==> config.mk <==
export PLATFORM = sky130hd
export DESIGN_NAME = adc_output_port
export DESIGN_NICKNAME = d
export VERILOG_FILES = /design/src/rtl/adc_port_pkg.sv /design/src/rtl/adc_conv_timer.sv /design/src/rtl/adc_result_store.sv /design/src/rtl/adc_bus_gate.sv /design/src/rtl/adc_output_port.sv
export SDC_FILE = /design/constraint.sdc
export NUM_CORES = 1
export LEC_CHECK = 0
export BUFFER_PORTS_ARGS = -buffer_cell sky130_fd_sc_hd__buf_2
export CAP_MARGIN = 10
export CORE_ASPECT_RATIO = 1.75
export CORE_MARGIN = 2
export CORE_UTILIZATION = 40
export CTS_BUF_LIST = sky130_fd_sc_hd__clkbuf_4
export CTS_CLUSTER_SIZE = 25
export DETAILED_ROUTE_END_ITERATION = 8
export PLACE_DENSITY_LB_ADDON = 0.3
export SLEW_MARGIN = 10
export SYNTH_ARGS = -nofsm -noshare
export SYNTH_HDL_FRONTEND = slang
export SYNTH_HIERARCHICAL = 1
export SYNTH_SLANG_ARGS = --single-unit
==> constraint.sdc <==
create_clock -name clk -period 5 [get_ports clk]
set_input_delay 0.5 -clock clk [delete_from_list [all_inputs] [get_ports clk]]
set_output_delay 0.5 -clock clk [all_outputs]
set_load 0.05 [all_outputs]
==> src/rtl/adc_port_pkg.sv <==
package adc_port_pkg;

  localparam int unsigned DEF_SAMPLE_BITS = 14;
  localparam int unsigned DEF_CONV_CLKS   = 8;

  typedef enum logic {
    CODE_STRAIGHT = 1'b0,
    CODE_TWOS     = 1'b1
  } code_e;

endpackage

==> src/rtl/adc_conv_timer.sv <==
module adc_conv_timer #(
  parameter int unsigned CONV_CLKS = 8
) (
  input  logic clk,
  input  logic rst_n,
  input  logic start_i,
  input  logic hold_i,
  output logic busy_o,
  output logic accept_o,
  output logic done_o
);

  localparam int unsigned CW = (CONV_CLKS > 1) ? $clog2(CONV_CLKS) : 1;
  localparam logic [CW-1:0] LOAD = CW'(CONV_CLKS - 1);

  logic          start_q, start_d;
  logic          busy_q, busy_d;
  logic [CW-1:0] cnt_q, cnt_d;
  logic          cnt_en;
  logic          start_edge;

  always_comb begin
    start_edge = start_i & ~start_q;
    accept_o   = start_edge & ~busy_q & ~hold_i;
    done_o     = busy_q & (cnt_q == '0) & ~hold_i;
    start_d    = start_i;
    busy_d     = busy_q;
    cnt_d      = cnt_q;
    cnt_en     = 1'b0;
    if (hold_i) begin
      busy_d = 1'b0;
      cnt_d  = '0;
      cnt_en = 1'b1;
    end else if (accept_o) begin
      busy_d = 1'b1;
      cnt_d  = LOAD;
      cnt_en = 1'b1;
    end else if (busy_q) begin
      if (cnt_q == '0) begin
        busy_d = 1'b0;
      end else begin
        cnt_d  = cnt_q - CW'(1);
        cnt_en = 1'b1;
      end
    end
  end

  always_ff @(posedge clk or negedge rst_n) begin
    if (!rst_n) begin
      start_q <= 1'b0;
      busy_q  <= 1'b0;
      cnt_q   <= '0;
    end else begin
      start_q <= start_d;
      busy_q  <= busy_d;
      if (cnt_en) cnt_q <= cnt_d;
    end
  end

  assign busy_o = busy_q;

  AST_BUSY_AFTER_ACCEPT: assert property (@(posedge clk) disable iff (!rst_n)
    accept_o |=> busy_o && (cnt_q == LOAD));
  AST_BUSY_STEPS_DOWN: assert property (@(posedge clk) disable iff (!rst_n)
    (busy_q && !hold_i && (cnt_q != '0)) |=> busy_q && (cnt_q == $past(cnt_q) - CW'(1)));
  AST_NO_BUSY_IN_HOLD: assert property (@(posedge clk) disable iff (!rst_n)
    hold_i |=> !busy_o);
  AST_ABORT_ON_RISE: assert property (@(posedge clk) disable iff (!rst_n)
    $rose(hold_i) |=> !busy_o && !done_o);

endmodule

==> src/rtl/adc_result_store.sv <==
module adc_result_store
  import adc_port_pkg::*;
#(
  parameter int unsigned W = 14
) (
  input  logic         clk,
  input  logic         rst_n,
  input  logic         accept_i,
  input  logic         code_twos_i,
  input  logic         done_i,
  input  logic         hold_i,
  input  logic [W-1:0] sample_i,
  output logic [W-1:0] result_o
);

  logic [W-1:0] raw_q, raw_d;
  code_e        pend_q, pend_d;
  code_e        cfg_q, cfg_d;
  logic         hold_prev_q;
  logic         clear;
  logic         raw_en;

  always_comb begin
    clear  = ~hold_i & hold_prev_q;
    raw_d  = raw_q;
    cfg_d  = cfg_q;
    pend_d = pend_q;
    raw_en = 1'b0;
    if (accept_i) pend_d = code_e'(code_twos_i);
    if (clear) begin
      raw_d  = '0;
      cfg_d  = CODE_STRAIGHT;
      pend_d = CODE_STRAIGHT;
      raw_en = 1'b1;
    end else if (done_i) begin
      raw_d  = sample_i;
      cfg_d  = pend_q;
      raw_en = 1'b1;
    end
  end

  always_ff @(posedge clk or negedge rst_n) begin
    if (!rst_n) begin
      raw_q       <= '0;
      cfg_q       <= CODE_STRAIGHT;
      pend_q      <= CODE_STRAIGHT;
      hold_prev_q <= 1'b0;
    end else begin
      hold_prev_q <= hold_i;
      pend_q      <= pend_d;
      if (raw_en) begin
        raw_q <= raw_d;
        cfg_q <= cfg_d;
      end
    end
  end

  assign result_o = raw_q ^ {(cfg_q == CODE_TWOS), {(W-1){1'b0}}};

  AST_HOLD_PREVIOUS: assert property (@(posedge clk) disable iff (!rst_n)
    (!done_i && !clear) |=> $stable(raw_q) && $stable(cfg_q));
  AST_CAPTURE_AT_END: assert property (@(posedge clk) disable iff (!rst_n)
    (done_i && !clear) |=> raw_q == $past(sample_i));
  AST_CLEAR_ON_FALL: assert property (@(posedge clk) disable iff (!rst_n)
    $fell(hold_i) |=> (result_o == '0));

endmodule

==> src/rtl/adc_bus_gate.sv <==
module adc_bus_gate #(
  parameter int unsigned W = 14
) (
  input  logic         cs_n_i,
  input  logic         rd_n_i,
  input  logic         ser_sel_i,
  input  logic         hold_i,
  input  logic [W-1:0] result_i,
  output logic [W-1:0] data_o,
  output logic         oe_o
);

  always_comb begin
    oe_o   = ~cs_n_i & ~rd_n_i & ~ser_sel_i & ~hold_i;
    data_o = oe_o ? result_i : '0;
  end

endmodule

==> src/rtl/adc_output_port.sv <==
module adc_output_port
  import adc_port_pkg::*;
#(
  parameter int unsigned SAMPLE_BITS = DEF_SAMPLE_BITS,
  parameter int unsigned CONV_CLKS   = DEF_CONV_CLKS
) (
  input  logic                   clk,
  input  logic                   rst_n,
  input  logic                   conv_start_i,
  input  logic                   cs_n_i,
  input  logic                   rd_n_i,
  input  logic                   dev_reset_i,
  input  logic                   ser_sel_i,
  input  logic                   code_twos_i,
  input  logic [SAMPLE_BITS-1:0] sample_i,
  output logic                   busy_o,
  output logic [SAMPLE_BITS-1:0] data_o,
  output logic                   data_oe_o
);

  logic                   accept;
  logic                   done;
  logic [SAMPLE_BITS-1:0] result;

  adc_conv_timer #(.CONV_CLKS(CONV_CLKS)) u_timer (
    .clk      (clk),
    .rst_n    (rst_n),
    .start_i  (conv_start_i),
    .hold_i   (dev_reset_i),
    .busy_o   (busy_o),
    .accept_o (accept),
    .done_o   (done)
  );

  adc_result_store #(.W(SAMPLE_BITS)) u_store (
    .clk         (clk),
    .rst_n       (rst_n),
    .accept_i    (accept),
    .code_twos_i (code_twos_i),
    .done_i      (done),
    .hold_i      (dev_reset_i),
    .sample_i    (sample_i),
    .result_o    (result)
  );

  adc_bus_gate #(.W(SAMPLE_BITS)) u_gate (
    .cs_n_i    (cs_n_i),
    .rd_n_i    (rd_n_i),
    .ser_sel_i (ser_sel_i),
    .hold_i    (dev_reset_i),
    .result_i  (result),
    .data_o    (data_o),
    .oe_o      (data_oe_o)
  );

  AST_BUS_RELEASED_IN_RESET: assert property (@(posedge clk) disable iff (!rst_n)
    dev_reset_i |-> !data_oe_o && (data_o == '0));

endmodule

==> metrics.txt <==
Avg WL per Cell=around 13 um; total gr overflow=0; H-tree levels=1; RSZ-0062 raised after global routing=no; switching power summed over all nets=between 80 and 90 uW; flop2flop setup slack=between 3 and 4 ns; Reg-to-Reg End=u_store/raw_q[3]; met1 WL=852 um; Post-Syn Area=1210 um^2; maximum clock rate=~460 MHz; gpl congestion=a little under 0.7; outcome=completed; Post-Syn Instances=110; CTS Buf Count=3; hold slack final=about 0.14 ns; Reg clk slew, reported paths=about 0.11 ns; die height=between 70 and 80 um; Worst Clk Skew=between 0.004 and 0.005 ns; vias in the first global route=770; CTS root buffer=clkbuf_4; Final Hold Vio Count=0; Tmin final=approximately 2.2 ns; post-synth cell types=22; GRT Util Overall=between 10% and 20%; Worst Hold Class=in2async; r2r startpoint=u_timer/cnt_q[0]; synth top area cells=dfrtp_1 (45%), mux2i_1 (14%), buf_4 (8.7%); TritonCTS clock tree=done; Vias=between 700 and 800; Residual DRC=0; share of layout cells above drive strength 1=between 30% and 40%; Ant. Diodes=0; Initial Util=between 40% and 50%; initial antenna violation count=0; Pint=approximately 240 uW; DRT Pass-1 Iters=4; Met2 Wirelength=approximately 1100 um; Reg power frac=between 50% and 60%; crit path DAT=between 1.5 and 2 ns; die area=approximately 3500 um^2; CP Capture Type=output pin; Max clock buf depth=2; post-synth top area share=between 40% and 50%; Detailed Route WL=2060 um; switching share of total power=between 20 and 30%; post-CTS setup buffers=0; Resize count post-CTS=0; cts hold-fix bufs=0; count of buffers from port buffering=37; maximum vdd drop=approximately 170 uV; FF-to-FF path depth=7; final antenna-violating net count=0; Die X-Extent=~46 um; post-synth top area cell=dfrtp_1; Syn-to-layout area delta=7.54%; relative slew slack=35.3%; Mapped Avg Cell Area=11.0 um^2; Mapped Nets=134; period utilisation layout=43.9%; wire length on met3=79 um; CTS sink cnt=22; cell row count=26; Skew-Pair Late Insertion Delay=between 0.2 and 0.3 ns; Crit path required time=about 4.5 ns; sequential share of the synthesized area=45.5%; critical path start-end classification=in2out; pin count of the biggest net entering global routing=23; Ys Warns=6; io pins=38; Gate power share=17.7%; Crit Path Max Fanout=15; max-capacitance violation count=0; global-route wire length before repair=3460 um; Leak=about 0.67 nW; max-slew violations=0; Top Layer Used=met4; DR vias/cell=~4.8; Core Footprint=2900 um^2; NumNets Final=about 160; setup TNS=0 ns; Critical Path Source Type=primary input; Worst-Margin Slew=0.968 ns; 1st-iter DRT viols=11; Clk pwr share=a little under a quarter; Yosys reg bits=22; power density over the cells=between 200 and 300 nW/um^2; Final setup viols=0
[per-stage QoR]
step	setup WS [ns]	utilization, %	cell area, um^2	power, mW	cells
floorplan	3.00	-	1210	0.250	110
finish	2.81	45.0	1300	0.333	160
detailed placement	2.76	44.2	1280	0.260	157
global route	2.63	45.0	1300	0.351	160
global placement	2.83	44.2	1280	0.258	157
CTS	2.76	45.0	1300	0.337	160
[final cells by class]
cell class	instances	area (um^2)
clock buffers	3	22.5
repair buffers	38	193
multi-input cells	66	490
inverters	3	11.3
fillers	282	1590
well taps	28	35.0
flip-flops and latches	22	551
[worst max path at each step]
stage / start / to / slack (ns)
after global placement: dev_reset_i / data_o[6] / 2.83
after floorplan: rd_n_i / data_o[10] / 3.00
after CTS: dev_reset_i / data_o[1] / 2.76
after global routing: dev_reset_i / data_o[7] / 2.63
final: dev_reset_i / data_o[1] / 2.81
after detailed placement: dev_reset_i / data_o[1] / 2.76
[cell families after synthesis]
| group | count (synthesis) | synth area share [%] |
|---|---|---|
| DFF | 22 | 45.5 |
| AOI/OAI and AO/OA | 6 | 3.62 |
| adders and majority gates | 2 | 2.07 |
| xor gates and xnor gates | 2 | 1.45 |
| muxes | 17 | 14.0 |
| buffers and inverters | 22 | 14.5 |
| and+or+nand+nor | 39 | 18.9 |
[sequential cells by signal (all words and copies together) (netlist names)]
| name | flops |
|---|---|
| u_timer/start_q | 1 |
| u_store/pend_q | 1 |
| u_timer/busy_o | 1 |
| u_store/cfg_q | 1 |
| u_store/hold_prev_q | 1 |
| u_timer/cnt_q | 3 |
| u_store/raw_q | 14 |
[metal layers]
metal | vias up | global-route usage (%)
met4 | 0 | 5.29
met5 | - | 0
li1 | 392 | -
met3 | 2 | 1.41
met2 | 17 | 22.5
met1 | 349 | 16.0
[synthesized netlist by cell type, drive strengths merged]
library cell,instances
inv,3
o21bai,1
a31o,1
nor4bb,1
ha,2
nor4,1
xnor2,1
nor3,1
nand2b,1
a211oi,1
and2,14
nor2b,2
buf,18
a21oi,3
nor2,17
clkbuf,1
nor3b,2
xor2,1
dfrtp,22
mux2i,17
[worst max-delay path, stage by stage]
cell	delay, ns
buf_2	0.17
nor4_4	0.55
and2_1	0.22
buf_2	0.26
[power groups by stage]
stage          registers (mW)  logic, mW  clock network [mW]
6_report                0.197     0.0590              0.0769
5_1_grt                 0.199     0.0659              0.0863
4_1_cts                 0.197     0.0602              0.0800
3_5_place_dp            0.201     0.0597                   0
3_3_place_gp            0.200     0.0580                   0
2_1_floorplan           0.200     0.0492                   0
[cell usage in the layout (no fill, tap or decap)]
| cell | netlist | layout |
|---|---|---|
| nor2b_1 | 2 | 2 |
| xor2_1 | 1 | 1 |
| o21bai_1 | 1 | 1 |
| buf_2 | 0 | 37 |
| and2_1 | 14 | 14 |
| a21oi_1 | 3 | 3 |
| nor3b_1 | 2 | 1 |
| nor3_1 | 1 | 1 |
| xnor2_1 | 1 | 1 |
| dfrtp_1 | 22 | 22 |
| clkbuf_4 | 0 | 3 |
| a31o_1 | 1 | 1 |
| buf_4 | 14 | 1 |
| nor4bb_1 | 1 | 1 |
| a211oi_2 | 1 | 1 |
| ha_1 | 2 | 2 |
| nor3b_2 | 0 | 1 |
| nor2_1 | 17 | 17 |
| inv_1 | 3 | 3 |
| nand2b_4 | 1 | 1 |
| nor4_4 | 1 | 1 |
| mux2i_1 | 17 | 17 |
(Power assumes the default switching activity.)
